**config.mk**
```make
export PLATFORM = sky130hd
export DESIGN_NAME = zbw_monitor
export DESIGN_NICKNAME = d
export VERILOG_FILES = /design/src/rtl/zbw_pkg.sv /design/src/rtl/zbw_regs.sv /design/src/rtl/zbw_window.sv /design/src/rtl/zbw_zone_engine.sv /design/src/rtl/zbw_monitor.sv
export SDC_FILE = /design/constraint.sdc
export NUM_CORES = 1
export LEC_CHECK = 0
export ABC_AREA = 1
export CAP_MARGIN = 30
export CORE_MARGIN = 2
export CORE_UTILIZATION = 40
export DETAILED_ROUTE_END_ITERATION = 8
export HOLD_SLACK_MARGIN = 0.1
export SLEW_MARGIN = 20
export SYNTH_ARGS = -nofsm -noshare
export SYNTH_HDL_FRONTEND = slang
export SYNTH_SLANG_ARGS = --single-unit
```
**constraint.sdc**
```tcl
create_clock -name clk -period 4.6 [get_ports clk]
set_input_delay 0.69 -clock clk [delete_from_list [all_inputs] [get_ports clk]]
set_output_delay 0.69 -clock clk [all_outputs]
set_load 0.01 [all_outputs]
```
**src/rtl/zbw_pkg.sv**
```systemverilog
package zbw_pkg;
  localparam int NZ    = 4;
  localparam int CNT_W = 12;
  localparam int HIT_W = 8;
  localparam int FLD_W = 8;
  localparam int AW    = 5;
  localparam int DW    = 32;

  typedef logic [CNT_W-1:0] cnt_t;
  typedef logic [HIT_W-1:0] hit_t;
  typedef logic [1:0]       zone_t;

  typedef enum logic [1:0] {
    ACT_KEEP = 2'b00,
    ACT_CLR  = 2'b01,
    ACT_INC  = 2'b10,
    ACT_RSV  = 2'b11
  } act_e;

  typedef struct packed {
    cnt_t lo;
    cnt_t mid;
    cnt_t hi;
  } thr_t;

  localparam logic [AW-1:0] A_RUN  = 5'd0;
  localparam logic [AW-1:0] A_CCLR = 5'd1;
  localparam logic [AW-1:0] A_WIN  = 5'd2;
  localparam logic [AW-1:0] A_TLO  = 5'd3;
  localparam logic [AW-1:0] A_TMID = 5'd4;
  localparam logic [AW-1:0] A_THI  = 5'd5;
  localparam logic [AW-1:0] A_ACT  = 5'd6;
  localparam logic [AW-1:0] A_LIM  = 5'd7;
  localparam logic [AW-1:0] A_IST  = 5'd8;
  localparam logic [AW-1:0] A_IEN  = 5'd9;
  localparam logic [AW-1:0] A_ICLR = 5'd10;
  localparam logic [AW-1:0] A_GEN  = 5'd11;
  localparam logic [AW-1:0] A_GCLR = 5'd12;
  localparam logic [AW-1:0] A_MAX0 = 5'd16;
endpackage

```
**src/rtl/zbw_regs.sv**
```systemverilog
module zbw_regs
  import zbw_pkg::*;
#(
  parameter int WIN_W = 24
) (
  input  logic                clk,
  input  logic                rst_n,
  input  logic                we,
  input  logic [AW-1:0]       addr,
  input  logic [DW-1:0]       wdata,
  input  logic [NZ-1:0]       status,
  input  logic [NZ*CNT_W-1:0] zmax,
  output logic [DW-1:0]       rdata,
  output logic                run,
  output logic [WIN_W-1:0]    win_len,
  output thr_t                thr,
  output logic [DW-1:0]       act,
  output logic [DW-1:0]       lim,
  output logic [NZ-1:0]       ien,
  output logic                gien,
  output logic                clr_cnt,
  output logic                clr_all,
  output logic [NZ-1:0]       iclr,
  output logic                gclr
);
  localparam int WPAD = DW - WIN_W;

  logic             run_q, run_d;
  logic [WIN_W-1:0] win_q, win_d;
  thr_t             thr_q, thr_d;
  logic [DW-1:0]    act_q, act_d;
  logic [DW-1:0]    lim_q, lim_d;
  logic [NZ-1:0]    ien_q, ien_d;
  logic             gien_q, gien_d;

  always_comb begin
    run_d  = run_q;
    win_d  = win_q;
    thr_d  = thr_q;
    act_d  = act_q;
    lim_d  = lim_q;
    ien_d  = ien_q;
    gien_d = gien_q;
    if (we) begin
      unique case (addr)
        A_RUN:   run_d     = wdata[0];
        A_WIN:   win_d     = wdata[WIN_W-1:0];
        A_TLO:   thr_d.lo  = wdata[CNT_W-1:0];
        A_TMID:  thr_d.mid = wdata[CNT_W-1:0];
        A_THI:   thr_d.hi  = wdata[CNT_W-1:0];
        A_ACT:   act_d     = wdata;
        A_LIM:   lim_d     = wdata;
        A_IEN:   ien_d     = wdata[NZ-1:0];
        A_GEN:   gien_d    = wdata[0];
        default: ;
      endcase
    end
  end

  always_ff @(posedge clk or negedge rst_n) begin
    if (!rst_n) begin
      run_q  <= 1'b0;
      win_q  <= '0;
      thr_q  <= '0;
      act_q  <= '0;
      lim_q  <= '0;
      ien_q  <= '0;
      gien_q <= 1'b0;
    end else if (we) begin
      run_q  <= run_d;
      win_q  <= win_d;
      thr_q  <= thr_d;
      act_q  <= act_d;
      lim_q  <= lim_d;
      ien_q  <= ien_d;
      gien_q <= gien_d;
    end
  end

  // Write-only strobes act on the edge that takes the write.
  assign clr_cnt = we && (addr == A_CCLR) && (wdata[0] || wdata[1]);
  assign clr_all = we && (addr == A_CCLR) && wdata[1];
  assign iclr    = (we && (addr == A_ICLR)) ? wdata[NZ-1:0] : '0;
  assign gclr    = we && (addr == A_GCLR) && wdata[0];

  always_comb begin
    rdata = '0;
    unique case (addr)
      A_RUN:  rdata[0]         = run_q;
      A_WIN:  rdata            = {{WPAD{1'b0}}, win_q};
      A_TLO:  rdata[CNT_W-1:0] = thr_q.lo;
      A_TMID: rdata[CNT_W-1:0] = thr_q.mid;
      A_THI:  rdata[CNT_W-1:0] = thr_q.hi;
      A_ACT:  rdata            = act_q;
      A_LIM:  rdata            = lim_q;
      A_IST:  rdata[NZ-1:0]    = status;
      A_IEN:  rdata[NZ-1:0]    = ien_q;
      A_GEN:  rdata[0]         = gien_q;
      default: begin
        if (addr[4] && (addr[3:2] == 2'b00))
          rdata[CNT_W-1:0] = zmax[addr[1:0]*CNT_W +: CNT_W];
      end
    endcase
  end

  assign run     = run_q;
  assign win_len = win_q;
  assign thr     = thr_q;
  assign act     = act_q;
  assign lim     = lim_q;
  assign ien     = ien_q;
  assign gien    = gien_q;
endmodule

```
**src/rtl/zbw_window.sv**
```systemverilog
module zbw_window
  import zbw_pkg::*;
#(
  parameter int WIN_W      = 24,
  parameter int BYTE_W     = 8,
  parameter int UNIT_SHIFT = 6
) (
  input  logic              clk,
  input  logic              rst_n,
  input  logic              run,
  input  logic              clr,
  input  logic [WIN_W-1:0]  win_len,
  input  logic              xfer_valid,
  input  logic [BYTE_W-1:0] xfer_bytes,
  output logic              done,
  output cnt_t              cnt
);
  localparam int ACC_W = BYTE_W + WIN_W + 1;
  localparam logic [ACC_W-1:0] CNT_CAP = ACC_W'((1 << CNT_W) - 1);

  logic [WIN_W-1:0] tmr_q, tmr_d, last_tick;
  logic [ACC_W-1:0] acc_q, acc_d, sum, units;
  logic             done_q, done_d, at_end;
  cnt_t             cnt_q, cnt_d;

  assign last_tick = (win_len == '0) ? '0 : win_len - 1'b1;
  assign at_end    = (tmr_q >= last_tick);
  assign sum       = acc_q + (xfer_valid ? ACC_W'(xfer_bytes) : '0);
  assign units     = sum >> UNIT_SHIFT;

  always_comb begin
    tmr_d  = tmr_q + 1'b1;
    acc_d  = sum;
    done_d = 1'b0;
    cnt_d  = (units > CNT_CAP) ? CNT_CAP[CNT_W-1:0] : units[CNT_W-1:0];
    if (!run || clr) begin
      tmr_d = '0;
      acc_d = '0;
    end else if (at_end) begin
      tmr_d  = '0;
      acc_d  = '0;
      done_d = 1'b1;
    end
  end

  always_ff @(posedge clk or negedge rst_n) begin
    if (!rst_n) begin
      tmr_q  <= '0;
      acc_q  <= '0;
      done_q <= 1'b0;
      cnt_q  <= '0;
    end else begin
      tmr_q  <= tmr_d;
      acc_q  <= acc_d;
      done_q <= done_d;
      if (done_d) cnt_q <= cnt_d;
    end
  end

  assign done = done_q;
  assign cnt  = cnt_q;
endmodule

```
**src/rtl/zbw_zone_engine.sv**
```systemverilog
module zbw_zone_engine
  import zbw_pkg::*;
(
  input  logic                clk,
  input  logic                rst_n,
  input  logic                go,
  input  logic                clr_cnt,
  input  logic                clr_all,
  input  cnt_t                cnt,
  input  thr_t                thr,
  input  logic [DW-1:0]       act,
  input  logic [DW-1:0]       lim,
  input  logic [NZ-1:0]       iclr,
  output logic [NZ-1:0]       status,
  output logic [NZ*CNT_W-1:0] zmax,
  output logic [NZ*HIT_W-1:0] hits
);
  zone_t            zone;
  logic [FLD_W-1:0] fld;
  logic             apply;

  always_comb begin
    if (cnt >= thr.hi)       zone = 2'd3;
    else if (cnt >= thr.mid) zone = 2'd2;
    else if (cnt >= thr.lo)  zone = 2'd1;
    else                     zone = 2'd0;
  end

  assign fld   = act[FLD_W*zone +: FLD_W];
  assign apply = go && !clr_cnt;

  for (genvar t = 0; t < NZ; t++) begin : g_zone
    hit_t  hit_q, hit_d, limit;
    cnt_t  max_q, max_d;
    logic  st_q, st_d, reach;
    act_e  slot;

    assign slot  = act_e'(fld[2*t +: 2]);
    assign limit = lim[HIT_W*t +: HIT_W];

    always_comb begin
      hit_d = hit_q;
      if (clr_cnt) begin
        hit_d = '0;
      end else if (go) begin
        unique case (slot)
          ACT_CLR: hit_d = '0;
          ACT_INC: hit_d = (hit_q == '1) ? hit_q : hit_q + 1'b1;
          default: hit_d = hit_q;
        endcase
      end
    end

    assign reach = apply && (hit_d >= limit) && (limit != '1);
    assign st_d  = (st_q && !iclr[t]) || reach;

    always_comb begin
      max_d = max_q;
      if (clr_all)
        max_d = '0;
      else if (apply && (zone == zone_t'(t)) && (cnt > max_q))
        max_d = cnt;
    end

    always_ff @(posedge clk or negedge rst_n) begin
      if (!rst_n) begin
        hit_q <= '0;
        max_q <= '0;
        st_q  <= 1'b0;
      end else begin
        hit_q <= hit_d;
        max_q <= max_d;
        st_q  <= st_d;
      end
    end

    assign status[t]                = st_q;
    assign zmax[t*CNT_W +: CNT_W]   = max_q;
    assign hits[t*HIT_W +: HIT_W]   = hit_q;
  end
endmodule

```
**src/rtl/zbw_monitor.sv**
```systemverilog
module zbw_monitor
  import zbw_pkg::*;
#(
  parameter int WIN_W      = 24,
  parameter int BYTE_W     = 8,
  parameter int UNIT_SHIFT = 6
) (
  input  logic              clk,
  input  logic              rst_n,
  input  logic              xfer_valid,
  input  logic [BYTE_W-1:0] xfer_bytes,
  input  logic              reg_we,
  input  logic [AW-1:0]     reg_addr,
  input  logic [DW-1:0]     reg_wdata,
  output logic [DW-1:0]     reg_rdata,
  output logic              irq_local,
  output logic              irq_global
);
  logic                run, gien, clr_cnt, clr_all, gclr, win_done, win_go;
  logic [WIN_W-1:0]    win_len;
  thr_t                thr;
  logic [DW-1:0]       act, lim;
  logic [NZ-1:0]       ien, iclr, status;
  logic [NZ*CNT_W-1:0] zmax;
  logic [NZ*HIT_W-1:0] hits;
  cnt_t                win_cnt;
  logic                gpend_q, gpend_d;

  zbw_regs #(.WIN_W(WIN_W)) u_regs (
    .clk(clk), .rst_n(rst_n), .we(reg_we), .addr(reg_addr), .wdata(reg_wdata),
    .status(status), .zmax(zmax), .rdata(reg_rdata), .run(run),
    .win_len(win_len), .thr(thr), .act(act), .lim(lim), .ien(ien),
    .gien(gien), .clr_cnt(clr_cnt), .clr_all(clr_all), .iclr(iclr),
    .gclr(gclr)
  );

  zbw_window #(.WIN_W(WIN_W), .BYTE_W(BYTE_W), .UNIT_SHIFT(UNIT_SHIFT)) u_win (
    .clk(clk), .rst_n(rst_n), .run(run), .clr(clr_cnt), .win_len(win_len),
    .xfer_valid(xfer_valid), .xfer_bytes(xfer_bytes), .done(win_done),
    .cnt(win_cnt)
  );

  assign win_go = win_done && run;

  zbw_zone_engine u_eng (
    .clk(clk), .rst_n(rst_n), .go(win_go), .clr_cnt(clr_cnt),
    .clr_all(clr_all), .cnt(win_cnt), .thr(thr), .act(act), .lim(lim),
    .iclr(iclr), .status(status), .zmax(zmax), .hits(hits)
  );

  assign irq_local = |(status & ien);
  assign gpend_d   = gclr ? irq_local : (gpend_q || irq_local);

  always_ff @(posedge clk or negedge rst_n) begin
    if (!rst_n) gpend_q <= 1'b0;
    else        gpend_q <= gpend_d;
  end

  assign irq_global = gpend_q && gien;
endmodule

```
# Yosys cells after proc, flatten, opt, wreduce, memory -nomap -nowiden
# Cells that the tools add are included.
# word_totals
register_bits	285
in_bits	49
output_inout_bits	34
word_cells	187
# classes
add_sub_neg	7
n_mul	1
magnitude_cmp	13
eq_ne	31
shifts	2
n_mux	43
n_bitwise	1
n_reduce_logical	63
# op_table
op	n
12-bit two-way mux	10
8-bit two-way mux	13
24-bit two-way mux	3
33-bit two-way mux	2
8-bit one-hot mux with 2 select lines	4
20-bit one-hot mux with 3 select lines	1
8-bit one-hot mux with 7 select lines	1
12-bit greater-than comparator	4
48-bit by 7-bit variable part select with 12-bit output	1
12-bit >= comparator	3
33-bit adder	1
8-bit by 1-bit adder with 8-bit output (second input constant)	4
8-bit equality test (second input constant)	4
8-bit >= comparator	4
8-bit inequality test (second input constant)	4
32-bit by 6-bit variable part select with 8-bit output	1
1-bit logical AND	30
27-bit by 12-bit greater-than comparator with 1-bit output (second input constant)	1
3-bit one-hot mux with 9 select lines	1
5-bit by 4-bit equality test with 1-bit output (second input constant)	5
24-bit by 1-bit adder with 24-bit output (second input constant)	1
24-bit >= comparator	1
24-bit logical NOT	1
24-bit by 1-bit subtractor with 24-bit output (second input constant)	1
19 further kinds	60

# Logic depth before layout (Yosys ltp)
# logic_depth
depth_word	13
ltp_mapped	29
ltp_nobuf	28

# Cells and area by module
# Synthesis repeated with hierarchy kept, for this count alone.
# hier_totals
cells_unflattened	2680
area_unflattened_um2	19850.3
# by_module_without_submodules
module	instances	cells_per_inst	area_per_inst_um2	seq_area_each_um2
zbw_zone_engine	1	1069	7653.6	2102.0
zbw_regs	1	799	6651.4	3253.1
zbw_window	1	796	5461.5	1751.7
zbw_monitor	1	16	83.8	25.0

# Worst setup path after synthesis
# Ideal clock, no wire load.
# synth_path
path_type	reg2reg
from	reg u_win.cnt_q[9] (netlist: u_win.cnt[9])
to	reg u_eng.g_zone[1].st_q
setup_time_ns	0.065
t_arrival_ns	3.845
required_ns	4.535
path_slack_ns	0.690
stages_incl_launch_ff	26
path_buffers	0
period_less_slack_ns	3.910
cell_sequence	dfrtp_1 -> ha_1 -> a21oi_1 -> nor2_1 -> a211oi_1 -> nand2_1 -> a21oi_2 -> clkinv_1 -> nor3_1 -> a21oi_1 -> ha_1 -> nor2_1 -> inv_1 -> a21oi_2 -> inv_1 -> nor2_1 -> nand2_1 -> o21ai_1 -> a21oi_1 -> ha_1 -> nand2_1 -> nor2_1 -> nand4_1 -> o2111ai_1 -> o211ai_1 -> nand2_1
# synth_via
elab_chain_len	13
word_cells_on_any_way	16
classes_between	4 x order compare; 2 x eq/ne; 1 x shift; 6 x mux; 3 x reduce/logical
# synth_rtl
item	line_no	rtl
start: declaration	zbw_window.sv:24	cnt_t cnt_q, cnt_d;
start signal: assignment	zbw_window.sv:56	if (done_d) cnt_q <= cnt_d;
12-bit >= comparator	zbw_zone_engine.sv:25	else if (cnt >= thr.lo) zone = 2'd1;
1-bit two-way mux	zbw_zone_engine.sv:25	
2-bit two-way mux	zbw_zone_engine.sv:24	else if (cnt >= thr.mid) zone = 2'd2;
2-bit two-way mux *	zbw_zone_engine.sv:23	if (cnt >= thr.hi) zone = 2'd3;
32-bit by 6-bit variable part select with 8-bit output *	zbw_zone_engine.sv:29	assign fld = act[FLD_W*zone +: FLD_W];
2-bit equality test / 2-bit by 1-bit equality test with 1-bit output (equally long branches)	zbw_zone_engine.sv:46	unique case (slot)
8-bit one-hot mux with 2 select lines *	zbw_zone_engine.sv:46	
8-bit two-way mux *	zbw_zone_engine.sv:45	end else if (go) begin
8-bit two-way mux *	zbw_zone_engine.sv:43	if (clr_cnt) begin
via u_eng.g_zone[1].hit_d[5]	zbw_zone_engine.sv:33	hit_t hit_q, hit_d, limit;
8-bit >= comparator *	zbw_zone_engine.sv:54	assign reach = apply && (hit_d >= limit) && (limit != '1);
1-bit logical AND * (2 in series)	zbw_zone_engine.sv:54	
1-bit logical OR *	zbw_zone_engine.sv:55	assign st_d = (st_q && !iclr[t]) || reach;
via u_eng.g_zone[1].st_d	zbw_zone_engine.sv:35	logic st_q, st_d, reach;
end signal: assignment	zbw_zone_engine.sv:73	st_q <= st_d;
end: declaration	zbw_zone_engine.sv:35	
# Mark *: on every way through the listed nets, which the timed path passes. The rest lies on a longest branch.
# A chain may end at the register's enable or synchronous reset.

# Worst setup path after layout
# layout_path
from	in reg_addr[0]
to	out reg_rdata[10]
# layout_via
elab_chain_len	4
word_cells_on_any_way	15
classes_between	1 x mul; 9 x eq/ne; 1 x shift; 2 x mux; 2 x reduce/logical
# layout_rtl
item	line_no	rtl
start: declaration	zbw_monitor.sv:13	input logic [AW-1:0] reg_addr,
2-bit by 2-bit multiplier with 4-bit output	zbw_regs.sv:101	rdata[CNT_W-1:0] = zmax[addr[1:0]*CNT_W +: CNT_W];
48-bit by 7-bit variable part select with 12-bit output	zbw_regs.sv:101	
12-bit two-way mux	zbw_regs.sv:100	if (addr[4] && (addr[3:2] == 2'b00))
8-bit one-hot mux with 7 select lines *	zbw_regs.sv:88	unique case (addr)
end: declaration	zbw_monitor.sv:15	output logic [DW-1:0] reg_rdata,
# Every way passes the cells marked *; elsewhere a longest branch is shown, timed or not.

==> metrics.md <==
| Metric | Value |
|---|---|
| Status | `complete, no violations` |
| Synth area leader | `dfrtp_1` |
| Clk_skew | `0.0183 ns` |
| CP Class | `in -> out` |
| Drt first pass iters | `6` |
| IO Pins | `83` |
| Initial Util | `0.404` |
| Arrival time worst endpoint | `around 3.7 ns` |
| Die Ht | `about 220 µm` |
| Full die area | `between 40000 and 50000 µm²` |
| Post-layout nets | `between 2000 and 3000` |
| Endpoints failing setup | `0` |
| Final Util | `0.472` |
| Final Hold Viols | `0` |
| Clk pin slew, worst setup/hold paths | `~0.060 ns` |
| Worst-margin pin slew | `around 0.85 ns` |
| Worst reg-to-reg path cell count | `22` |
| Worst slew margin | `0.433` |
| Reg-to-Reg Start | `u_win.cnt[9]` |
| Yosys warns | `0` |
| Syn Nets | `2597` |
| DRT antenna net count | `0` |
| Max Cap Viol | `0` |
| FF+latch area | `roughly 7100 µm²` |
| Via-to-Cell Ratio | `between 5 and 6` |
| R2r setup slk | `around 0.30 ns` |
| Peak supply drop | `between 0.2 and 0.25 mV` |
| RD Place Congestion | `0.937` |
| Initial antenna violation count | `0` |
| CP Data Required Time | `between 3 and 4 ns` |
| Syn avg cell area | `7.64 µm²` |
| Layout cells sized above 1 | `0.0758` |
| Leak Pwr | `0.0100 µW` |
| CTS Sinks | `285` |
| GRT Max-Usage Layer | `met2` |
| GRT Util Overall | `0.233` |
| DRT iter0 DRCs | `between 1000 and 1500` |
| DRC | `0` |
| Largest net degree at the start of global routing | `a little over 100` |
| Worst hold path class | `in -> async` |
| Area of the multi-input gates | `9620 µm²` |
| Vias | `16700` |
| Netlist cell types | `49` |
| CTS tree | `yes` |
| Worst-Skew Late Latency | `approximately 0.56 ns` |
| CORE AREA | `approximately 45000 µm²` |
| Wire length of the first global-routing pass | `a little under 90000 µm` |
| Met2 Use GR | `0.366` |
| Clock tree buffer depth | `3` |
| CP startpoint kind | `input pin` |
| GRT met1 Usage | `0.324` |
| Die width | `~220 µm` |
| # fillers | `around 4400` |
| FMAX | `between 200 and 250 MHz` |
| Ys flop type | `dfrtp_1` |
| Flops & latches, synth | `285` |
| Synth top area share | `0.391` |
| Root Buffer | `clkbuf_16` |
| CP Capture Type | `output pin` |
| R2R Path End | `u_eng.g_zone[1].st_q` |
| Synth-to-layout area growth | `16.8%` |
| Post-synth EDFFs | `0` |
| Most common cell after layout, fill and taps aside | `nand2_1` |
| Input/output buffers | `between 80 and 90` |
| Routed WL per cell | `between 15 and 20 µm` |
| # H-tree levels | `2` |
| CP max FO | `9` |
| Met3 usage | `0.0371` |
| Top cells by area, synth | `dfrtp_1, ha_1, nand2_1, inv_1, o21ai_0` |
| Vias in the first global route | `16000` |
| Final min period | `roughly 4.4 ns` |
| Pwr Density | `between 300 and 400 nW/µm²` |
| Syn Inst Count | `between 2000 and 2500` |
| Detail Placement HPWL | `between 40000 and 50000 µm` |
| Total CTS buffers | `36` |
| Seq/Total Area, Yosys | `0.391` |
| Synthesized area | `about 18000 µm²` |
| Final cycle utilization of the critical path | `0.949` |
| Hold Worst Slack | `0.111 ns` |
| N_diodes | `0` |
| Slew Viols, Final | `0` |
| Commonest non-fill, non-tap cells in the layout | `nand2_1, inv_1, dfrtp_1` |
| Drt total wl | `between 50000 and 60000 µm` |
| Num rows | `between 70 and 80` |
| Grt total ovfl | `0` |
| Synth async-reset ratio | `1.00` |
per-stage QoR:
stage | instance area (µm²) | setup WS [ns] | power, µW | TNS [ns] | std cells
2_1_floorplan | 18300 | 0.690 | 3890 | 0 | 2389
3_3_place_gp | 19900 | 0.122 | 4370 | 0 | 3048
3_5_place_dp | 19900 | 0.00920 | 4410 | 0 | 3050
4_1_cts | 21100 | 0.0264 | 7370 | 0 | 3112
5_1_grt | 21300 | -0.0598 | 7780 | -0.0598 | 3121
6_report | 21300 | 0.233 | 7380 | 0 | 3121
cells by family (layout without fill, tap and decap cells):
kind of cell    count (synthesis)  after routing  share of synthesized area
flops                         285            285                      0.391
compound gates                451            451                      0.140
simple gates                 1031           1031                      0.248
buf+inv                       411            543                     0.0874
fa+ha+maj                     159            159                      0.109
xor+xnor                       52             52                     0.0249
worst max-delay path, stage by stage:
cell and delay [ns]:
clkdlybuf4s50_1 0.48, nor2_1 0.16, inv_1 0.07, nor2_1 0.27
inv_1 0.15, nor2_2 0.24, clkinv_1 0.38, o22ai_1 0.32
a221oi_1 0.09, o2111ai_1 0.19, clkdlybuf4s50_1 0.62
routing by layer:
metal | wire length, µm | part of all wire
met4 | 1990 | 0.036
met2 | 24700 | 0.45
met5 | 0 | 0
met3 | 3160 | 0.058
met1 | 25000 | 0.46
sequential cells by signal (all words and copies together), names as in the netlist:
name                cells
u_regs.ien              4
u_win.cnt              12
u_eng.g_zone.st_q       4
u_regs.thr             36
u_win.tmr_q            24
u_win.done              1
u_regs.gien             1
u_regs.win_len         24
u_regs.act             32
u_eng.g_zone.max_q     48
gpend_q                 1
u_win.acc_q            33
u_regs.run              1
u_regs.lim             32
u_eng.g_zone.hit_q     32
final cells by class:
| class | instances | area share |
|---|---|---|
| inverter | 347 | 0.0614 |
| timing repair inverter | 1 | 0.000352 |
| tap | 600 | 0.0352 |
| multi-input combinational | 1693 | 0.451 |
| sequential | 285 | 0.334 |
| clock buffer | 52 | 0.0494 |
| clock inverter | 10 | 0.00663 |
| timing repair buffer | 133 | 0.0613 |
where the power goes:
group	leakage [µW]	switching [µW]	internal, µW
logic	0.00562	912	571
clock network	0.000580	1160	1760
registers	0.00383	240	2740
Yosys cell counts, drive strengths merged (9+ instances only):
cell	count
inv	342
buf	25
nand3	149
xor2	27
nor2	227
nand4	54
a221oi	15
nor3	32
dfrtp	285
clkbuf	39
o22ai	43
o21ai	244
xnor2	25
o2111ai	13
nand3b	11
a21oi	90
ha	158
nor4	9
o211ai	18
nand2	537
worst max-delay path by stage:
stage,startpoint,endpoint,cells after the start
2_1_floorplan,u_win.cnt[9],u_eng.g_zone[1].st_q,25
3_3_place_gp,u_win.cnt[9],u_eng.g_zone[2].st_q,24
3_5_place_dp,u_win.cnt[9],u_eng.g_zone[1].st_q,26
4_1_cts,u_win.cnt[9],u_eng.g_zone[1].st_q,25
5_1_grt,u_win.cnt[9],u_eng.g_zone[2].st_q,25
6_report,reg_addr[0],reg_rdata[10],11
repair_timing:
item | in CTS | in global routing
gates cloned | 0 | 1
hold buffers | 0 | 0
setup endpoints to repair | 1 | 4
setup buffers | 0 | 7
gates resized for setup | 1 | 30
pin swaps | 0 | 6
Power figures use the tool's default switching activity.
